[src/rtl/sbuf_pkg.sv]
package sbuf_pkg;
  localparam int NUM_CAUSES = 5;
  localparam int CAUSE_RX_HIGH = 0;
  localparam int CAUSE_TX_LOW = 1;
  localparam int CAUSE_RX_STALE = 2;
  localparam int CAUSE_RX_OVF = 3;
  localparam int CAUSE_TX_ERR = 4;

  localparam int RX_HIGH_DEF = 120;
  localparam int TX_LOW_DEF = 10;
  localparam int RX_IDLE_DEF = 10;

  typedef struct packed {
    logic rxPush;
    logic rxPop;
    logic txPush;
    logic txPop;
  } queueStrobes_t;
endpackage

[src/rtl/sbuf_fifo.sv]
module sbuf_fifo #(
  parameter int DATA_W = 8,
  parameter int DEPTH = 128,
  localparam int PTR_W = $clog2(DEPTH),
  localparam int CNT_W = $clog2(DEPTH + 1)
) (
  input  logic              clk,
  input  logic              rstN,
  input  logic              push,
  input  logic              pop,
  input  logic [DATA_W-1:0] wrData,
  output logic [DATA_W-1:0] rdData,
  output logic [CNT_W-1:0]  count
);
  logic [DATA_W-1:0] mem [DEPTH];
  logic [PTR_W-1:0] wrPtr, rdPtr;

  function automatic logic [PTR_W-1:0] nextPtr(input logic [PTR_W-1:0] p);
    return (p == PTR_W'(DEPTH - 1)) ? '0 : p + PTR_W'(1);
  endfunction

  always_ff @(posedge clk) begin
    if (push) mem[wrPtr] <= wrData;
  end

  always_ff @(posedge clk or negedge rstN) begin
    if (!rstN) begin
      wrPtr <= '0;
      rdPtr <= '0;
      count <= '0;
    end else begin
      if (push) wrPtr <= nextPtr(wrPtr);
      if (pop) rdPtr <= nextPtr(rdPtr);
      count <= count + CNT_W'(push) - CNT_W'(pop);
    end
  end

  assign rdData = (count == '0) ? '0 : mem[rdPtr];
endmodule

[src/rtl/sbuf_datapath.sv]
module sbuf_datapath import sbuf_pkg::*; #(
  parameter int DATA_W = 8,
  parameter int DEPTH = 128,
  localparam int CNT_W = $clog2(DEPTH + 1)
) (
  input  logic              clk,
  input  logic              rstN,
  input  queueStrobes_t     strb,
  input  logic [DATA_W-1:0] rxByte,
  input  logic [DATA_W-1:0] hostTxData,
  output logic [DATA_W-1:0] hostRxData,
  output logic [DATA_W-1:0] txByte,
  output logic [CNT_W-1:0]  rxCount,
  output logic [CNT_W-1:0]  txCount
);
  sbuf_fifo #(.DATA_W(DATA_W), .DEPTH(DEPTH)) u_rxQ (
    .clk(clk), .rstN(rstN), .push(strb.rxPush), .pop(strb.rxPop),
    .wrData(rxByte), .rdData(hostRxData), .count(rxCount)
  );

  sbuf_fifo #(.DATA_W(DATA_W), .DEPTH(DEPTH)) u_txQ (
    .clk(clk), .rstN(rstN), .push(strb.txPush), .pop(strb.txPop),
    .wrData(hostTxData), .rdData(txByte), .count(txCount)
  );
endmodule

[src/rtl/sbuf_control.sv]
module sbuf_control import sbuf_pkg::*; #(
  parameter int DEPTH = 128,
  parameter int THR_W = 7,
  parameter int CHAR_BITS = 10,
  localparam int CNT_W = $clog2(DEPTH + 1),
  localparam int TMO_W = $clog2(((1 << THR_W) - 1) * CHAR_BITS + 1)
) (
  input  logic                  clk,
  input  logic                  rstN,
  input  logic                  rxByteValid,
  input  logic                  baudTick,
  input  logic                  hostRxPop,
  input  logic                  hostTxPush,
  input  logic                  txReady,
  input  logic                  cfgLoad,
  input  logic [THR_W-1:0]      cfgRxHigh,
  input  logic [THR_W-1:0]      cfgTxLow,
  input  logic [THR_W-1:0]      cfgRxIdle,
  input  logic [NUM_CAUSES-1:0] irqEnable,
  input  logic [NUM_CAUSES-1:0] irqClear,
  input  logic [CNT_W-1:0]      rxCount,
  input  logic [CNT_W-1:0]      txCount,
  output queueStrobes_t         strb,
  output logic                  txByteValid,
  output logic [NUM_CAUSES-1:0] irqStatus,
  output logic                  irq
);
  logic [THR_W-1:0] rxHighThr, txLowThr, rxIdleThr;
  logic [TMO_W-1:0] idleCnt, idleLimit;
  logic rxFull, rxEmpty, txFull, txEmpty;
  logic rxHighCond, txLowCond, staleCond, ovfEvent, txErrEvent;
  logic [NUM_CAUSES-1:0] setCause;

  // Level registers with their power-up values; zero writes are ignored.
  always_ff @(posedge clk or negedge rstN) begin
    if (!rstN) begin
      rxHighThr <= THR_W'(RX_HIGH_DEF);
      txLowThr  <= THR_W'(TX_LOW_DEF);
      rxIdleThr <= THR_W'(RX_IDLE_DEF);
    end else if (cfgLoad) begin
      if (cfgRxHigh != '0) rxHighThr <= cfgRxHigh;
      if (cfgTxLow != '0) txLowThr <= cfgTxLow;
      if (cfgRxIdle != '0) rxIdleThr <= cfgRxIdle;
    end
  end

  assign rxFull  = (rxCount == CNT_W'(DEPTH));
  assign rxEmpty = (rxCount == '0);
  assign txFull  = (txCount == CNT_W'(DEPTH));
  assign txEmpty = (txCount == '0);

  // Queue strobes handed to the datapath.
  always_comb begin
    strb.rxPush = rxByteValid && !rxFull && !irqStatus[CAUSE_RX_OVF];
    strb.rxPop  = hostRxPop && !rxEmpty;
    strb.txPush = hostTxPush && !txFull;
    strb.txPop  = txReady && !txEmpty;
  end
  assign txByteValid = !txEmpty;

  // Idle timer in baud ticks.
  assign idleLimit = TMO_W'(rxIdleThr) * TMO_W'(CHAR_BITS);
  always_ff @(posedge clk or negedge rstN) begin
    if (!rstN) idleCnt <= '0;
    else if (strb.rxPush || rxEmpty) idleCnt <= '0;
    else if (baudTick && (idleCnt < idleLimit)) idleCnt <= idleCnt + TMO_W'(1);
  end

  assign rxHighCond = (rxCount >= CNT_W'(rxHighThr));
  assign txLowCond  = (txCount < CNT_W'(txLowThr));
  assign staleCond  = !rxEmpty && !rxHighCond && (idleCnt >= idleLimit);
  assign ovfEvent   = rxByteValid && rxFull;
  assign txErrEvent = hostTxPush && txFull;

  always_comb begin
    setCause = '0;
    setCause[CAUSE_RX_HIGH]  = rxHighCond;
    setCause[CAUSE_TX_LOW]   = txLowCond;
    setCause[CAUSE_RX_STALE] = staleCond;
    setCause[CAUSE_RX_OVF]   = ovfEvent;
    setCause[CAUSE_TX_ERR]   = txErrEvent;
  end

  // Status bits: clear takes priority over set.
  for (genvar k = 0; k < NUM_CAUSES; k++) begin : g_cause
    always_ff @(posedge clk or negedge rstN) begin
      if (!rstN) irqStatus[k] <= 1'b0;
      else if (irqClear[k]) irqStatus[k] <= 1'b0;
      else if (setCause[k]) irqStatus[k] <= 1'b1;
    end
  end

  assign irq = |(irqStatus & irqEnable);
endmodule

[src/rtl/sbuf_top.sv]
module sbuf_top import sbuf_pkg::*; #(
  parameter int DATA_W = 8,
  parameter int DEPTH = 128,
  parameter int THR_W = 7,
  parameter int CHAR_BITS = 10,
  localparam int CNT_W = $clog2(DEPTH + 1)
) (
  input  logic                  clk,
  input  logic                  rstN,
  input  logic                  rxByteValid,
  input  logic [DATA_W-1:0]     rxByte,
  input  logic                  baudTick,
  input  logic                  hostRxPop,
  output logic [DATA_W-1:0]     hostRxData,
  input  logic                  hostTxPush,
  input  logic [DATA_W-1:0]     hostTxData,
  input  logic                  txReady,
  output logic                  txByteValid,
  output logic [DATA_W-1:0]     txByte,
  input  logic                  cfgLoad,
  input  logic [THR_W-1:0]      cfgRxHigh,
  input  logic [THR_W-1:0]      cfgTxLow,
  input  logic [THR_W-1:0]      cfgRxIdle,
  input  logic [NUM_CAUSES-1:0] irqEnable,
  input  logic [NUM_CAUSES-1:0] irqClear,
  output logic [NUM_CAUSES-1:0] irqStatus,
  output logic                  irq,
  output logic [CNT_W-1:0]      rxCount,
  output logic [CNT_W-1:0]      txCount
);
  queueStrobes_t strb;

  sbuf_control #(.DEPTH(DEPTH), .THR_W(THR_W), .CHAR_BITS(CHAR_BITS)) u_ctrl (
    .clk(clk), .rstN(rstN), .rxByteValid(rxByteValid), .baudTick(baudTick),
    .hostRxPop(hostRxPop), .hostTxPush(hostTxPush), .txReady(txReady),
    .cfgLoad(cfgLoad), .cfgRxHigh(cfgRxHigh), .cfgTxLow(cfgTxLow),
    .cfgRxIdle(cfgRxIdle), .irqEnable(irqEnable), .irqClear(irqClear),
    .rxCount(rxCount), .txCount(txCount), .strb(strb),
    .txByteValid(txByteValid), .irqStatus(irqStatus), .irq(irq)
  );

  sbuf_datapath #(.DATA_W(DATA_W), .DEPTH(DEPTH)) u_dp (
    .clk(clk), .rstN(rstN), .strb(strb), .rxByte(rxByte),
    .hostTxData(hostTxData), .hostRxData(hostRxData), .txByte(txByte),
    .rxCount(rxCount), .txCount(txCount)
  );
endmodule

[config.mk]
export PLATFORM = sky130hd
export DESIGN_NAME = sbuf_top
export DESIGN_NICKNAME = d
export VERILOG_FILES = /design/src/rtl/sbuf_pkg.sv /design/src/rtl/sbuf_fifo.sv /design/src/rtl/sbuf_datapath.sv /design/src/rtl/sbuf_control.sv /design/src/rtl/sbuf_top.sv
export SDC_FILE = /design/constraint.sdc
export NUM_CORES = 2
export LEC_CHECK = 0
export ABC_AREA = 1
export ABC_CLOCK_PERIOD_IN_PS = 3300
export BUFFER_PORTS_ARGS = -buffer_cell sky130_fd_sc_hd__buf_2
export CORE_UTILIZATION = 36
export DETAILED_ROUTE_END_ITERATION = 8
export HOLD_SLACK_MARGIN = 0.15
export PLACE_DENSITY = 0.5
export SKIP_CTS_REPAIR_TIMING = 1
export SLEW_MARGIN = 20
export SYNTH_ARGS = -nofsm -noshare
export SYNTH_HDL_FRONTEND = slang
export SYNTH_SLANG_ARGS = --single-unit
[constraint.sdc]
create_clock -name clk -period 3.3 [get_ports clk]
set_input_delay 0.66 -clock clk [delete_from_list [all_inputs] [get_ports clk]]
set_output_delay 0.66 -clock clk [all_outputs]
set_load 0.02 [all_outputs]
==> out/results.ini <==
[run_status]
outcome=complete, but fails checks
violations=negative setup slack

[global_routing]
antenna_found_initial=2
grt_pass1_wl_um=384000
gr-total-overflow=0
grt_pass1_vias=59200
grt.total_usage=0.203
grt_max_degree=129

[synth]
synth_area_leaders=edfxtp_1 (68%), nand2_1 (8.3%), nor2_1 (5.9%)
ys_ff_latch=2129
ys_async_sr_fraction=0.0380
synthMostInstantiatedCell=edfxtp_1
ys_types=43
synth_flop_cell=edfxtp_1
synthesis.area_um2=90000
yosysSeqAreaShare=0.706
yosysTopAreaCell=edfxtp_1
synth_fp_nets=8369
yosysTopAreaCellShare=0.684
ys_top_cells_by_count=edfxtp_1 (2048), nand2_1 (1993), nor2_1 (1416)
ys_warn_count=0
netlist_instances=8249
synth_edf_count=2048
synth.avg_cell_area_um2=10.9

[place]
dp_hpwl_um=160000
numPortBuffers=93
placed_area_um2=97400
place_congestion=0.868
post-place-cells=11700

[power_and_ir_drop]
finalPower_mw=97.8
switching_share=0.393
pwr-share-comb=0.433
power.density_nw_per_um2=894
power_frac_clock=0.249
vdd_ir_drop_max_mv=0.714
pwr-share-seq=0.317
p_int_mw=59.4
p_leak_nw=41.3
switchingPower_mw=38.4

[sta]
max_clock_freq_ghz=0.252
timing.final.ws_setup_ns=-0.671
hold_viol_final=0
fin_crit_sh=1.20
period_minus_slack_ns=3.97
clock_skew_ns=0.0407
relSlewSlack=0.317
rsz0062_at_grt=true
fin_hold_ws_ns=0.177
drv_slew=0
tightestPinTransition_ns=1.02
setup_violations=18

[cells_and_area]
design_area_um2=109000
nets=8886
drive_gt1_frac=0.158
fillCellCount=23200
instances_no_fill=12300
syn_to_final_growth_pct=21.6

[setup_path]
cp.required_ns=2.64
cp_max_fo=18
cp.buffers_inverters=6
crit_slowest_cell=dfrtp_4
worstPathCellList=clkinv_8 -> buf_12 -> buf_16 -> buf_6 -> nand3_1 -> a21oi_1 -> nor2_1 -> nand2_1 -> nand3_1 -> nand3_2 -> nand2_1 -> nor2_1 -> buf_4 -> buf_4
worstSetupStartpointType=flop
cp_top_family=buffers and inverters
cpPeakStageDelay_ns=0.57
cp.arrival_ns=3.31
worst-setup-path-type=reg -> out
end_kind=output pin

[cts]
clk_latency_ns=0.85
cts_buffers=224
clockBufferDepth=3
path_clk_slew_ns=0.07
cts.htree.levels=4
ctsRootBufferMaster=clkbuf_16
clock-sinks=2129
cts_tree=yes

[drt]
route.detailed.drc=0
wl_um=277000
vias=62300
viasPerCell=5.07
drt-wirelength-per-cell_um=22.6
drt_iter0_markers=5979
antenna_left=0
drt_first_pass_iters=6

[hold_path]
min_path_type=in -> reg

[floorplanning]
core_area_um2=248000
die_area_um2=252000
fp.dieH_um=502
io-pin-count=94
initial_core_util=0.362
rows=183
die_x_um=502

[flow_run]
drv_cap=0

[flip-flops by register name, summed over array words and instances, names as in the netlist]
register,flops
u_dp.u_txQ.wrPtr,7
u_ctrl.idleCnt,11
u_ctrl.irqStatus,5
u_dp.u_txQ.mem,1024
u_ctrl.rxIdleThr,7
u_dp.u_rxQ.wrPtr,7
u_ctrl.txLowThr,7
u_dp.u_rxQ.mem,1024
u_ctrl.rxHighThr,7
u_dp.u_rxQ.rdPtr,7
u_dp.u_rxQ.count,8
u_dp.u_txQ.rdPtr,7
u_dp.u_txQ.count,8
[cell usage in the layout (no fill, tap or decap), types with 11 or more instances in the layout]
| master | count |
|---|---|
| inv_2 | 28 |
| bufinv_16 | 14 |
| nor2_2 | 73 |
| o21ai_1 | 100 |
| edfxtp_1 | 2048 |
| o21ai_0 | 509 |
| nand2_4 | 11 |
| buf_16 | 33 |
| xor2_1 | 24 |
| nand4_1 | 19 |
| clkinv_2 | 36 |
| o211ai_1 | 76 |
| clkbuf_16 | 290 |
| clkinv_1 | 59 |
| nand2_1 | 1881 |
| clkbuf_1 | 63 |
| nor2_1 | 1307 |
| nor3_1 | 17 |
| nand2_2 | 101 |
| ha_1 | 61 |
| buf_8 | 11 |
| nand3_2 | 101 |
| a21oi_1 | 87 |
| inv_1 | 511 |
| nand3_1 | 630 |
| buf_12 | 94 |
| dfrtp_1 | 67 |
| o22ai_1 | 11 |
| buf_4 | 386 |
| nor2_4 | 38 |
| buf_2 | 60 |
| buf_6 | 49 |
| dlygate4sd3_1 | 31 |
| a21oi_2 | 17 |
[power by group through the flow]
stage	clock, mW	sequential [mW]	combinational [mW]
final	24.4	31.0	42.3
after global routing	25.9	31.1	45.4
after CTS	24.8	31.0	34.1
after detailed placement	0	31.6	34.0
after global placement	0	31.6	34.0
after floorplan	0	31.4	19.6
[worst paths after layout]
| check | startpoint | slack, ns | depth (start not counted) | end |
|---|---|---|---|---|
| worst max-delay path | u_dp.u_rxQ.rdPtr[1] | -0.67 | 14 | hostRxData[7] |
| worst min-delay path | rxByteValid | 0.18 | 5 | u_ctrl.irqStatus[3] |
| worst max register to register | u_dp.u_txQ.count[2] | -0.04 | 17 | u_dp.u_txQ.count[6] |
| worst min register to register | u_ctrl.txLowThr[6] | 0.47 | 2 | u_ctrl.txLowThr[6] |
| max in group asynchronous | rstN | 1.98 | 3 | u_ctrl.txLowThr[3] |
| min in group asynchronous | rstN | 0.47 | 2 | u_ctrl.rxIdleThr[6] |
[worst register-to-register path, delay by kind of cell, from the launching register on]
kind | cells | cell delay [ns]
flops | 1 | 0.43
buf+inv | 4 | 0.37
xor+xnor | 1 | 0.14
compound gates | 2 | 0.35
fa+ha+maj | 4 | 1.02
simple gates | 6 | 0.89
[kinds of logic after synthesis]
group	count (synthesis)	synth area share
simple gates	4202	0.187
fa+ha+maj	65	0.00929
buf+inv	997	0.0459
xor+xnor	28	0.00273
flops	2129	0.706
compound gates	828	0.0490
[per-layer routing]
layer	up-vias	global-route usage	wire [um]
met3	379	0.0287	16700
met1	30900	0.279	121000
met5	-	0	0
met4	0	0.0551	6830
li1	29000	-	-
met2	2007	0.334	133000
[layout make-up]
type	count	area, um2	area share
Clock inverter	124	1110	0.0101
Tap cell	3330	4170	0.0381
Multi-Input combinational cell	5123	23800	0.218
Clock buffer	288	5870	0.0536
Timing Repair Buffer	730	8660	0.0791
Antenna cell	1	2.50	0.0000229
Sequential cell	2129	63600	0.581
Inverter	552	2150	0.0197
Timing Repair inverter	6	91.3	0.000835
[stage by stage]
step	utilization	setup slack [ns]	setup TNS (ns)
2_1_floorplan	-	0.0501	0
3_3_place_gp	0.392	-0.284	-1.60
3_5_place_dp	0.392	-0.252	-1.73
4_1_cts	0.420	-1.21	-17.17
5_1_grt	0.440	-0.777	-12.58
6_report	0.440	-0.671	-9.71
Power figures use the tool's default switching activity.
